**src/rtl/prd_dma_pkg.sv**
```systemverilog
package prd_dma_pkg;
  localparam int REG_CMD  = 0;
  localparam int REG_STAT = 2;
  localparam int REG_PTR  = 4;

  localparam int CMD_GO_BIT     = 0;
  localparam int CMD_TOMEM_BIT  = 3;
  localparam int ST_ACTIVE_BIT  = 0;
  localparam int ST_ERROR_BIT   = 1;
  localparam int ST_INTR_BIT    = 2;
  localparam int DESC_LAST_BIT  = 31;

  typedef enum logic [2:0] {
    W_IDLE, W_DADDR, W_DCNT, W_RXGET, W_MEMWR, W_MEMRD, W_TXPUT, W_HOLD
  } walk_state_t;

  // completion outcome of a run, at most one per cycle
  typedef struct packed {
    logic hit;      // table and device ended together
    logic under;    // table ended first
    logic over;     // device ended first
    logic runaway;  // entry limit reached with no last flag
  } walk_evt_t;
endpackage

```
**src/rtl/prd_dma_regs.sv**
```systemverilog
module prd_dma_regs
  import prd_dma_pkg::*;
#(
  parameter int ADDR_W = 32
) (
  input  logic              clk,
  input  logic              rst,
  input  logic              wr,
  input  logic [2:0]        addr,
  input  logic [31:0]       wdata,
  output logic [31:0]       rdata,
  input  walk_evt_t         evt,
  output logic              go,
  output logic              stop,
  output logic              dir_now,
  output logic [ADDR_W-1:0] tbl_base,
  output logic              active,
  output logic              intr,
  output logic              irq
);
  logic start_q, dir_q, active_q, err_q, intr_q;
  logic [ADDR_W-1:0] ptr_q;
  logic wr_cmd, wr_stat, wr_ptr;

  assign wr_cmd  = wr && (addr == 3'(REG_CMD));
  assign wr_stat = wr && (addr == 3'(REG_STAT));
  assign wr_ptr  = wr && (addr == 3'(REG_PTR));

  assign go      = wr_cmd && wdata[CMD_GO_BIT] && !start_q && !active_q;
  assign stop    = wr_cmd && !wdata[CMD_GO_BIT] && start_q;
  assign dir_now = wdata[CMD_TOMEM_BIT];
  assign tbl_base = ptr_q;
  assign active  = active_q;
  assign intr    = intr_q;
  assign irq     = intr_q;

  always_ff @(posedge clk) begin
    if (rst) begin
      start_q  <= 1'b0;
      dir_q    <= 1'b0;
      active_q <= 1'b0;
      err_q    <= 1'b0;
      intr_q   <= 1'b0;
      ptr_q    <= '0;
    end else begin
      if (wr_cmd) begin
        start_q <= wdata[CMD_GO_BIT];
        dir_q   <= wdata[CMD_TOMEM_BIT];
      end
      if (wr_ptr)
        ptr_q <= {wdata[ADDR_W-1:2], 2'b00};

      if (go)
        active_q <= 1'b1;
      else if (stop || evt.hit || evt.under || evt.runaway)
        active_q <= 1'b0;

      // a fresh completion outranks a clear landing in the same cycle
      if (evt.hit || evt.over || evt.runaway)
        intr_q <= 1'b1;
      else if (wr_stat && wdata[ST_INTR_BIT])
        intr_q <= 1'b0;

      if (evt.runaway)
        err_q <= 1'b1;
      else if (wr_stat && wdata[ST_ERROR_BIT])
        err_q <= 1'b0;
    end
  end

  always_ff @(posedge clk) begin
    if (rst) begin
      rdata <= '0;
    end else begin
      case (addr)
        3'(REG_CMD):  rdata <= {28'd0, dir_q, 2'b00, start_q};
        3'(REG_STAT): rdata <= {29'd0, intr_q, err_q, active_q};
        3'(REG_PTR):  rdata <= 32'(ptr_q);
        default:      rdata <= '0;
      endcase
    end
  end

  logic unused_wdata;
  assign unused_wdata = ^{wdata[31:ADDR_W > 31 ? 31 : ADDR_W], wdata[1]};
endmodule

```
**src/rtl/prd_dma_walker.sv**
```systemverilog
module prd_dma_walker
  import prd_dma_pkg::*;
#(
  parameter int ADDR_W      = 32,
  parameter int DATA_W      = 32,
  parameter int MAX_ENTRIES = 8,
  parameter int CNT_BITS    = 16
) (
  input  logic              clk,
  input  logic              rst,
  input  logic              go,
  input  logic              stop,
  input  logic              to_mem,
  input  logic [ADDR_W-1:0] tbl_base,
  output logic              mem_req,
  output logic              mem_we,
  output logic [ADDR_W-1:0] mem_addr,
  output logic [DATA_W-1:0] mem_wdata,
  input  logic [DATA_W-1:0] mem_rdata,
  input  logic              mem_ack,
  input  logic [DATA_W-1:0] rx_data,
  input  logic              rx_valid,
  output logic              rx_ready,
  output logic [DATA_W-1:0] tx_data,
  output logic              tx_valid,
  input  logic              tx_ready,
  input  logic              dev_last,
  output walk_evt_t         evt
);
  localparam int IDX_W = (MAX_ENTRIES > 1) ? $clog2(MAX_ENTRIES) : 1;
  localparam int REM_W = CNT_BITS + 1;
  localparam int BEAT  = DATA_W / 8;

  walk_state_t       state;
  logic [IDX_W-1:0]  idx;
  logic [ADDR_W-1:0] base_q, buf_q;
  logic [REM_W-1:0]  rem_q;
  logic              eot_q, mode_q, last_q;
  logic [DATA_W-1:0] data_q;

  logic [ADDR_W-1:0] desc_addr;
  logic [REM_W-1:0]  rem_load;
  logic beat_end, beat_last, region_end, table_end, at_limit;

  assign desc_addr = base_q + {{(ADDR_W-IDX_W-3){1'b0}}, idx, 3'b000};
  assign rem_load  = (mem_rdata[CNT_BITS-1:0] == '0) ? REM_W'(1) << CNT_BITS
                                                     : {1'b0, mem_rdata[CNT_BITS-1:0]};

  assign mem_req  = (state == W_DADDR) || (state == W_DCNT) ||
                    (state == W_MEMWR) || (state == W_MEMRD);
  assign mem_we   = (state == W_MEMWR);
  assign mem_addr = (state == W_DADDR) ? desc_addr :
                    (state == W_DCNT)  ? desc_addr + ADDR_W'(4) : buf_q;
  assign mem_wdata = data_q;
  assign rx_ready  = (state == W_RXGET);
  assign tx_valid  = (state == W_TXPUT);
  assign tx_data   = data_q;

  assign beat_end   = ((state == W_MEMWR) && mem_ack) || ((state == W_TXPUT) && tx_ready);
  assign beat_last  = (state == W_MEMWR) ? last_q : dev_last;
  assign region_end = (rem_q <= REM_W'(BEAT));
  assign table_end  = region_end && eot_q;
  assign at_limit   = (idx == IDX_W'(MAX_ENTRIES - 1));

  always_comb begin
    evt = '0;
    if (beat_end && !stop) begin
      evt.hit     = beat_last && table_end;
      evt.over    = beat_last && !table_end;
      evt.under   = !beat_last && table_end;
      evt.runaway = !beat_last && region_end && !eot_q && at_limit;
    end
  end

  always_ff @(posedge clk) begin
    if (rst) begin
      state  <= W_IDLE;
      idx    <= '0;
      base_q <= '0;
      buf_q  <= '0;
      rem_q  <= '0;
      eot_q  <= 1'b0;
      mode_q <= 1'b0;
      last_q <= 1'b0;
      data_q <= '0;
    end else if (stop) begin
      state <= W_IDLE;
    end else begin
      case (state)
        W_IDLE: if (go) begin
          base_q <= tbl_base;
          mode_q <= to_mem;
          idx    <= '0;
          state  <= W_DADDR;
        end
        W_DADDR: if (mem_ack) begin
          buf_q <= {mem_rdata[ADDR_W-1:2], 2'b00};
          state <= W_DCNT;
        end
        W_DCNT: if (mem_ack) begin
          rem_q <= rem_load;
          eot_q <= mem_rdata[DESC_LAST_BIT];
          state <= mode_q ? W_RXGET : W_MEMRD;
        end
        W_RXGET: if (rx_valid) begin
          data_q <= rx_data;
          last_q <= dev_last;
          state  <= W_MEMWR;
        end
        W_MEMRD: if (mem_ack) begin
          data_q <= mem_rdata;
          state  <= W_TXPUT;
        end
        W_MEMWR, W_TXPUT: if (beat_end) begin
          if (beat_last) begin
            state <= table_end ? W_IDLE : W_HOLD;
          end else if (region_end) begin
            if (eot_q || at_limit) begin
              state <= W_IDLE;
            end else begin
              idx   <= idx + 1'b1;
              state <= W_DADDR;
            end
          end else begin
            buf_q <= buf_q + ADDR_W'(BEAT);
            rem_q <= rem_q - REM_W'(BEAT);
            state <= mode_q ? W_RXGET : W_MEMRD;
          end
        end
        W_HOLD: state <= W_HOLD;
        default: state <= W_IDLE;
      endcase
    end
  end

  logic unused_rdata;
  assign unused_rdata = ^{mem_rdata[DESC_LAST_BIT-1:CNT_BITS], mem_rdata[1:0]};
endmodule

```
**src/rtl/prd_dma_engine.sv**
```systemverilog
module prd_dma_engine
  import prd_dma_pkg::*;
#(
  parameter int ADDR_W      = 32,
  parameter int DATA_W      = 32,
  parameter int MAX_ENTRIES = 8,
  parameter int CNT_BITS    = 16
) (
  input  logic              clk,
  input  logic              rst,
  input  logic              reg_wr,
  input  logic [2:0]        reg_addr,
  input  logic [31:0]       reg_wdata,
  output logic [31:0]       reg_rdata,
  output logic              mem_req,
  output logic              mem_we,
  output logic [ADDR_W-1:0] mem_addr,
  output logic [DATA_W-1:0] mem_wdata,
  input  logic [DATA_W-1:0] mem_rdata,
  input  logic              mem_ack,
  input  logic [DATA_W-1:0] dev_rx_data,
  input  logic              dev_rx_valid,
  output logic              dev_rx_ready,
  output logic [DATA_W-1:0] dev_tx_data,
  output logic              dev_tx_valid,
  input  logic              dev_tx_ready,
  input  logic              dev_last,
  output logic              irq
);
  walk_evt_t         evt;
  logic              go, stop, dir_now, active, intr;
  logic [ADDR_W-1:0] tbl_base;

  prd_dma_regs #(.ADDR_W(ADDR_W)) regs_i (
    .clk(clk), .rst(rst), .wr(reg_wr), .addr(reg_addr), .wdata(reg_wdata),
    .rdata(reg_rdata), .evt(evt), .go(go), .stop(stop), .dir_now(dir_now),
    .tbl_base(tbl_base), .active(active), .intr(intr), .irq(irq)
  );

  prd_dma_walker #(
    .ADDR_W(ADDR_W), .DATA_W(DATA_W), .MAX_ENTRIES(MAX_ENTRIES), .CNT_BITS(CNT_BITS)
  ) walk_i (
    .clk(clk), .rst(rst), .go(go), .stop(stop), .to_mem(dir_now), .tbl_base(tbl_base),
    .mem_req(mem_req), .mem_we(mem_we), .mem_addr(mem_addr), .mem_wdata(mem_wdata),
    .mem_rdata(mem_rdata), .mem_ack(mem_ack),
    .rx_data(dev_rx_data), .rx_valid(dev_rx_valid), .rx_ready(dev_rx_ready),
    .tx_data(dev_tx_data), .tx_valid(dev_tx_valid), .tx_ready(dev_tx_ready),
    .dev_last(dev_last), .evt(evt)
  );
endmodule

```
**config.mk**
```make
export PLATFORM = sky130hd
export DESIGN_NAME = prd_dma_engine
export DESIGN_NICKNAME = d
export VERILOG_FILES = /design/src/rtl/prd_dma_pkg.sv /design/src/rtl/prd_dma_regs.sv /design/src/rtl/prd_dma_walker.sv /design/src/rtl/prd_dma_engine.sv
export SDC_FILE = /design/constraint.sdc
export NUM_CORES = 1
export LEC_CHECK = 0
export ABC_AREA = 1
export CORE_MARGIN = 3
export CORE_UTILIZATION = 45
export DETAILED_ROUTE_END_ITERATION = 12
export DONT_BUFFER_PORTS = 1
export PLACE_DENSITY = 0.59
export SLEW_MARGIN = 20
export SYNTH_ARGS = -nofsm -noshare
export SYNTH_HDL_FRONTEND = slang
export SYNTH_SLANG_ARGS = --single-unit
```
**constraint.sdc**
```tcl
create_clock -name clk -period 3.11 [get_ports clk]
set_clock_uncertainty 0.1 [all_clocks]
set_input_delay 0.311 -clock clk [delete_from_list [all_inputs] [get_ports clk]]
set_output_delay 0.311 -clock clk [all_outputs]
set_load 0.005 [all_outputs]
```
* Word-level counts from Yosys, hierarchy flattened *
Index checks and enable logic that the tools add are counted.

word-level totals
  memories = 0
  logic and storage cells = 143
  RAM bits = 0
  bits in latches = 0
  memory bits (read-only) = 0
  register bits = 187

cells by class
  $lt $le $gt $ge = 1
  shift operators = 0
  eq/ne operators = 20
  add/sub/neg operators = 5
  div/mod/pow operators = 0
  reductions and logical operators = 57
  bitwise logic cells = 1
  $mul = 0
  muxes and demuxes = 43

operators with widths
  cell                   count
  $mux 32                8
  $pmux 32 s2            2
  $pmux 32 s3            1
  $mux 17                5
  $add 32x3->32 const B  2
  $mux 3                 15
  $pmux 17 s2            1
  $add 32x6->32          1
  $pmux 3 s7             1
  $logic_and 1x1->1      20
  $eq 3x3->1 const B     6
  $reduce_and 6->1       3
  $le 17x3->1 const B    1
  $sub 17x3->17 const B  1
  $logic_not 16->1       1
  $ne 2x2->1 const B     8
  $reduce_bool 2->1      7
  $logic_or 1x1->1       10
  $eq 3x2->1 const B     3
  $reduce_and 3->1       3
  $mux 1                 8
  $logic_not 1->1        7
  $reduce_and 7->1       1
  $logic_not 3->1        2
  other kinds (8)        10

* Depth between registers and ports, before layout *
Gate-level depths: netlist (run 1).

  depth after elaboration = 12
  depth in mapped cells = 18
  gate-level depth less buffers = 18

* Modules after synthesis *
From an unflattened synthesis (run 1), not the netlist that was laid out.

unflattened totals
  cell total of the unflattened synthesis = 1,748
  area, all modules = 11,340.9 µm²

modules (own cells, without submodules)
  module          area an instance (µm²)  seq. area each (µm²)  times used  cells each
  prd_dma_walker  8,909.8                 2,402.3               1           1,461
  prd_dma_regs    2,431.1                 1,341.3               1           287

* Worst setup path after synthesis (run 1) *
OpenSTA, ideal clock, no wires.

  kind = register -> output
  start = register walk_i.idx[0]
  end = output mem_addr[29]
  data arrival time = 2.251 ns
  path buffers = 0
  path slack = 0.448 ns
  required time = 2.699 ns
  cell stages (with the launch flop) = 18
  cells stage by stage = dfxtp_1 > ha_1 > fa_1 > nand2_1 > nand2_1 > nand2_4 > nand2_1 > nand2_1 > inv_1 > nor2_1 > nand2_2 > nor2_4 > nand3_2 > nor2_1 > nand2_1 > nand3_1 > nand2_1 > nand2_1

on the way
  word-level cells in the longest chain between the ends = 4

ends and longest elaborated chain
  element                 RTL line               RTL
  from (decl)             prd_dma_walker.sv:35   logic [IDX_W-1:0] idx;
  from (signal assigned)  prd_dma_walker.sv:121  idx <= idx + 1'b1;
  $add 32x6->32 *         prd_dma_walker.sv:45   assign desc_addr = base_q + {{(ADDR_W-IDX_W-3){1'b0}}, idx, 3'b000};
  $add 32x3->32           prd_dma_walker.sv:53   (state == W_DCNT) ? desc_addr + ADDR_W'(4) : buf_q;
  $mux 32                 prd_dma_walker.sv:53
  $mux 32 *               prd_dma_walker.sv:52   assign mem_addr = (state == W_DADDR) ? desc_addr :
  to (decl)               prd_dma_engine.sv:17   output logic [ADDR_W-1:0] mem_addr,

Mark *: on every way between the ends. The rest lies on a longest branch, timed or not.

* Worst setup path in the final report (run 1) *
  start = register walk_i.idx[0]
  end = output mem_addr[22]

Same word-level chain as after synthesis.

==> impl_results.md, run 1 <==
- Min Hold Slack: 0.009091 ns
- Final Critical Period: 3.152 ns
- Nets: 1842
- Failing checks: negative setup slack
- Slew HR: 0.3958
- GRT Overall Usage: 0.2659
- Met1 usage: 0.3424
- Peak supply drop: 0.3621 mV
- Buf+Inv Stages, Crit Path: 1
- GRT met3 Usage: 0.04792
- Critical-path maximum fanout: 5
- Final core occ: 0.5380
- Ant diodes: 0
- DRC violations left: 0
- Slew @ Worst Pin: 0.9029 ns
- Share of cells above drive strength 1: 0.1656
- Critical path startpoint category: register
- WL final: 36690 um
- Outcome: complete, but fails checks
- M2 GR Usage: 0.4357
- Primary FF master, synth: dfxtp_1
- Syn avg cell area: 6.562 um^2
- Worst path slowest cell: fa_2
- Critical path capture point type: output port
- Hold Crit Class: input pin to register
- #FFs+latches synth: 185
- Number of enable flip-flop cells after synthesis: 0
- Die area: 0.02697 mm^2
- Post-synth ARST share: 0
- Rows: 57
- Die H: 164.2 um
- Number of global-route vias before repair: 10460
- Remaining antenna violation count: 0
- Top cell family by delay on the critical path: simple AND/OR/NAND/NOR gates
- First-pass GRT wire length: 56830 um
- Setup ws final: -0.04231 ns
- Detailed Place HPWL: 26060 um
- Synth top area cells: dfxtp_1 (33%), nand2_1 (10%), o21ai_0 (7.8%)
- RSZ-0062 raised after global routing: yes
- Yosys warnings: 0
- Clock transition at path regs: 0.09 ns
- Critical Path RT: 2.70 ns
- Pleak: 5.065 nW
- Wirelength per Cell: 17.78 um
- Crit-path max cell delay: 0.54 ns
- Synth Cell Area: 0.01127 mm^2
- Skew-Pair Late Insertion Delay: 0.44 ns
- Sequential cell area fraction in the yosys report: 0.3287
- Synth top area share: 0.3287
- Core Region: 0.02446 mm^2
- Vias per cell: 5.474
- GR peak layer: met2
- H-Tree Depth: 4
- Via count: 11290
- GRT overflow: 0
- Final worst-path cycle share: 1.014
- Crit path top cell by count: nand2_1
- Initial DRC Count: 965
- CP Cell Sequence: ha_4 > fa_2 > buf_4 > nand3_1 > nor2_1 > nand3_2 > nor2_4 > nand2_4 > nor2_4 > nand2_1 > nand2_1 > nand3_1 > nand2_1 > o21ai_1
- Pwr dens: 521.2 mW/mm^2
- Largest net degree at the start of global routing: 112
- Initial Utilization: 0.4606
- Layout area overhead: 16.81%
- Final GP Congestion: 0.9365
- Horiz. Die Dim: 164.2 um
- Setup violators final: 7
- Initial antenna violation count: 0
- WP data arrival: 2.74 ns
- PortBufs: 0
- CTS tree: yes
- Synth Instances: 1717
- Max-cap check violation count: 0
- Layout filler cell count: 2398
- Count leader, synth: nand2_1
- First-pass DRT Iterations: 5
- Fmax achieved: 317.2 MHz
- Final count of pins violating max slew: 0
- Setup Crit Path Kind: register to output port
- Clk buf depth: 2
- Root buffer cell: clkbuf_16
- Clock Sinks: 185
- Total power: 6.860 mW
- Endpoints failing hold: 0
- Unique cell type count in the Yosys netlist: 48
- Yosys top cell by area: dfxtp_1
- Top cells by count, synth: nand2_1 (305), inv_1 (210), dfxtp_1 (185)
- Io pins: 239
- Num CTS Buffers: 17
[flip-flops by register name (all words and copies together), names as in the netlist]
register	cells
regs_i.active	1
regs_i.dir_q	1
regs_i.err_q	1
regs_i.intr	1
regs_i.rdata	32
regs_i.start_q	1
regs_i.tbl_base	30
walk_i.base_q	30
walk_i.buf_q	30
walk_i.eot_q	1
walk_i.idx	3
walk_i.last_q	1
walk_i.mem_wdata	32
walk_i.mode_q	1
walk_i.rem_q	17
walk_i.state	3
[through the flow]
stage | std cells | TNS [ns] | instance area [um^2] | setup WS, ns
after floorplan | 1718 | 0 | 11270 | 0.4477
after global placement | 1955 | 0 | 11330 | 0.1009
after global routing | 2063 | -2.841 | 13160 | -0.1944
final | 2063 | -0.1770 | 13160 | -0.04231
after CTS | 2053 | -0.3469 | 12750 | -0.06470
after detailed placement | 1955 | 0 | 11330 | 0.08336
[final timing paths]
kind / startpoint / end / slack (ns) / cells after the start
max: walk_i.idx[0] / mem_addr[22] / -0.04 / 14
min: mem_rdata[17] / walk_i.buf_q[17] / 0.009 / 4
max reg2reg: walk_i.state[2] / walk_i.mem_wdata[5] / 0.63 / 7
min reg2reg: regs_i.err_q / regs_i.rdata[1] / 0.36 / 2
[metal layers]
metal / wire length [um] / vias to the layer above
met5: 0 / -
met2: 16960 / 378
met1: 16090 / 5228
li1: - / 5623
met4: 1500 / 0
met3: 2147 / 64
[kinds of logic after synthesis]
logic type	count (synthesis)	share of synthesized area
compound gates	435	0.2135
flops	185	0.3287
fa+ha+maj	10	0.01177
xor+xnor	30	0.02399
buf+inv	342	0.1282
other cells	1	0.0003328
simple gates	714	0.2935
[cell usage in the layout (no fill, tap or decap), drive strengths merged, types with 4 or more instances in the layout]
master       count
nand2          339
inv            235
nor2           190
o21ai          189
dfxtp          185
a21oi          156
nand3           98
dlygate4sd3     55
a211oi          51
buf             49
nor3            47
xor2            26
nand4           24
clkbuf          17
a31oi           13
ha               9
o22ai            8
nor4             7
clkinv           6
o211ai           5
o21bai           5
xnor2            4
or2              4
[power breakdown]
| part | internal (mW) | switching [mW] |
|---|---|---|
| Combinational | 0.596 | 1.14 |
| Sequential | 2.56 | 0.248 |
| Clock | 1.12 | 1.19 |
[cell type report]
type	count	area, um^2	share of cell area
Inverter	227	854.6	0.06493
Multi-Input combinational cell	1191	6613	0.5024
Sequential cell	185	3712	0.2821
Clock inverter	15	200.2	0.01521
Timing Repair Buffer	104	950.9	0.07225
Tap cell	324	405.4	0.03080
Clock buffer	17	425.4	0.03232
[timing repair]
item | in CTS | in global routing
hold buffers | 56 | 0
setup endpoints to repair | 24 | 24
resized for setup | 44 | 96
pin swaps | 22 | 49
endpoints found under the hold margin | 115 | 0
setup buffers | 10 | 10
[worst register-to-register path, cell delays in order (launching register included)]
cell and delay, ns:
dfxtp_1 0.59, inv_1 0.16, nor2_1 0.39, a21oi_1 0.18, o21ai_4 0.36, buf_4 0.34
a211oi_1 0.06, a211oi_1 0.20
Power figures use the tool's default switching activity.
==> run 2: changes to the inputs <==
--- a/config.mk
+++ b/config.mk
@@ -11,6 +11,7 @@
 export DETAILED_ROUTE_END_ITERATION = 12
 export DONT_BUFFER_PORTS = 1
 export PLACE_DENSITY = 0.59
+export SKIP_LAST_GASP = 1
 export SLEW_MARGIN = 20
 export SYNTH_ARGS = -nofsm -noshare
 export SYNTH_HDL_FRONTEND = slang
==> run 2 against run 1 <==
Compared with the run above:
- sequential cell count unchanged
- maximum frequency about the same
- the flow still finishes with violations (negative setup slack)
- critical path depth unchanged
- hold slack about the same
- count of clock-buffer cells in the layout unchanged
==> impl_results.md, run 2 (same netlist as run 1, synthesis figures left out) <==
- Num CTS Buffers: 17 (unchanged)
- Worst r2r path cells: 7 (unchanged)
- GRT Overall Usage: 0.2659 (unchanged)
- RSZ-0062 raised after global routing: yes
- Via count: 11180 (-0.97%)
- Final GP Congestion: 0.9365 (unchanged)
- Largest net degree at the start of global routing: 112 (unchanged)
- M2 GR Usage: 0.4357 (unchanged)
- WP data arrival: 2.74 ns (about the same)
- Hold path start: mem_rdata[17]
- Ant diodes: 0 (unchanged)
- GR peak layer: met2
- Slew @ Worst Pin: 0.8897 ns (-0.01313 ns)
- PortBufs: 0 (unchanged)
- Hold EP: walk_i.buf_q[17]
- Setup ws final: -0.04016 ns (+0.002148 ns)
- Share of cells above drive strength 1: 0.1599 (-0.005750)
- Setup Crit Path Kind: register to output port
- Horiz. Die Dim: 164.2 um (unchanged)
- Pleak: 5.012 nW (-1.0%)
- Detailed Place HPWL: 26060 um (unchanged)
- Vias per cell: 5.421 (-0.97%)
- Clock Sinks: 185 (unchanged)
- First-pass GRT wire length: 56830 um (unchanged)
- WL final: 36570 um (-0.32%)
- Initial antenna violation count: 0 (unchanged)
- Critical Path RT: 2.70 ns (about the same)
- Clock transition at path regs: 0.09 ns (about the same)
- Final worst-path cycle share: 1.013 (about the same)
- Slew HR: 0.4046 (+0.008790)
- Die area: 0.02697 mm^2 (unchanged)
- Setup violators final: 6 (-1)
- Fmax achieved: 317.4 MHz (about the same)
- Remaining antenna violation count: 0 (unchanged)
- FF-to-FF End: walk_i.mem_wdata[5]
- Most frequent cells in the layout: nand2_1 (272), inv_1 (199), dfxtp_1 (177), o21ai_0 (169), a21oi_1 (156)
- DP Area: 0.01133 mm^2 (unchanged)
- Max-cap check violation count: 0 (unchanged)
- Post-route cell area: 0.01307 mm^2 (-0.69%)
- Critical path capture point type: output port
- Pwr dens: 524.5 mW/mm^2 (+0.63%)
- Clk buf depth: 2 (unchanged)
- Met1 usage: 0.3424 (unchanged)
- GRT overflow: 0 (unchanged)
- DRC violations left: 0 (unchanged)
- Root buffer cell: clkbuf_16
- Rows: 57 (unchanged)
- Failing checks: negative setup slack
- Final Critical Period: 3.150 ns (-0.002148 ns)
- Peak supply drop: 0.3607 mV (-0.37%)
- Commonest non-fill, non-tap cell in the layout: nand2_1
- Core Region: 0.02446 mm^2 (unchanged)
- Outcome: complete, but fails checks
- Hold Crit Class: input pin to register
- Final count of pins violating max slew: 0 (unchanged)
- Critical path startpoint category: register
- First-pass DRT Iterations: 5 (unchanged)
- Layout area overhead: 16.00%
- CTS tree: yes
- Nets: 1842 (unchanged)
- Number of global-route vias before repair: 10460 (unchanged)
- Worst Hold Path Cells: 4 (unchanged)
- Skew-Pair Late Insertion Delay: 0.44 ns (about the same)
- Initial Utilization: 0.4606 (unchanged)
- Reg2Reg Setup Slack: 0.62 ns (about the same)
- Setup_tns: -0.1324 ns (+0.04461 ns)
- H-Tree Depth: 4 (unchanged)
- Critical-path maximum fanout: 5 (unchanged)
- Initial DRC Count: 970 (+0.52%)
- Io pins: 239 (unchanged)
- Wirelength per Cell: 17.73 um (-0.32%)
- Dpl ws: 0.08336 ns (unchanged)
- FF-to-FF Start: walk_i.state[2]
- Endpoints failing hold: 0 (unchanged)
- Die H: 164.2 um (unchanged)
- GRT met3 Usage: 0.04792 (unchanged)
run 2: cell counts in the layout (fill, tap and decap cells not counted):
Identical to the previous run, type by type.
run 2: stage by stage:
step	power [mW]	util	instances	hold slack [ns]
floorplan	3.945	-	1718	0.3297
global placement	4.434	0.4632	1955	0.2954
detailed placement	4.442	0.4632	1955	0.2978
CTS	6.851	0.5210	2053	0.0005532
global route	7.208	0.5343	2063	0.003839
finish	6.855	0.5343	2063	0.008894
run 2: worst max-delay path: stages (launching register included):
cell and delay, ns:
dfxtp_2 0.34, ha_4 0.16, fa_2 0.54, buf_4 0.13
nand3_1 0.09, nor2_1 0.15, nand3_2 0.12, nor2_4 0.18
nand2_4 0.08, nor2_4 0.15, nand2_1 0.07, nand2_1 0.06
nand3_1 0.06, nand2_1 0.09, o21ai_1 0.09
run 2: cell type report:
class,count,area (um^2)
well taps,324,405.4
inverters,227,852.1
clock inverters,15,200.2
fillers,2398,11390
clock buffers,17,425.4
flip-flops and latches,185,3714
multi-input cells,1191,6523
repair buffers,104,950.9
run 2: worst max path at each step:
stage	from	end	slack (ns)	cells past startpoint
floorplan	walk_i.idx[0]	mem_addr[29]	0.45	17
global placement	walk_i.idx[0]	mem_addr[14]	0.10	15
detailed placement	walk_i.idx[0]	mem_addr[14]	0.08	15
CTS	walk_i.idx[0]	mem_addr[14]	-0.06	15
global route	walk_i.base_q[3]	mem_addr[22]	-0.19	14
finish	walk_i.idx[0]	mem_addr[22]	-0.04	14
run 2: repair_timing:
item	in CTS	in global routing
setup buffers	10	10
gates resized for setup	43	77
cloned	0	0
endpoints found under the hold margin	115	0
hold buffers	56	0
endpoints found under the setup margin	24	24
pin swaps	22	47
run 2: routing by layer:
layer  up-vias  wire [um]  part of all wire
met2       326      16840              0.46
met4         0       1518             0.042
li1       5632          -                 -
met5         -          0                 0
met3        65       2042             0.056
met1      5161      16170              0.44
run 2: report_power, final:
| group | switching, mW | total [mW] | internal [mW] |
|---|---|---|---|
| Sequential | 0.249 | 2.81 | 2.56 |
| Clock | 1.19 | 2.31 | 1.12 |
| Combinational | 1.14 | 1.73 | 0.594 |
| Total | 2.58 | 6.86 | 4.28 |
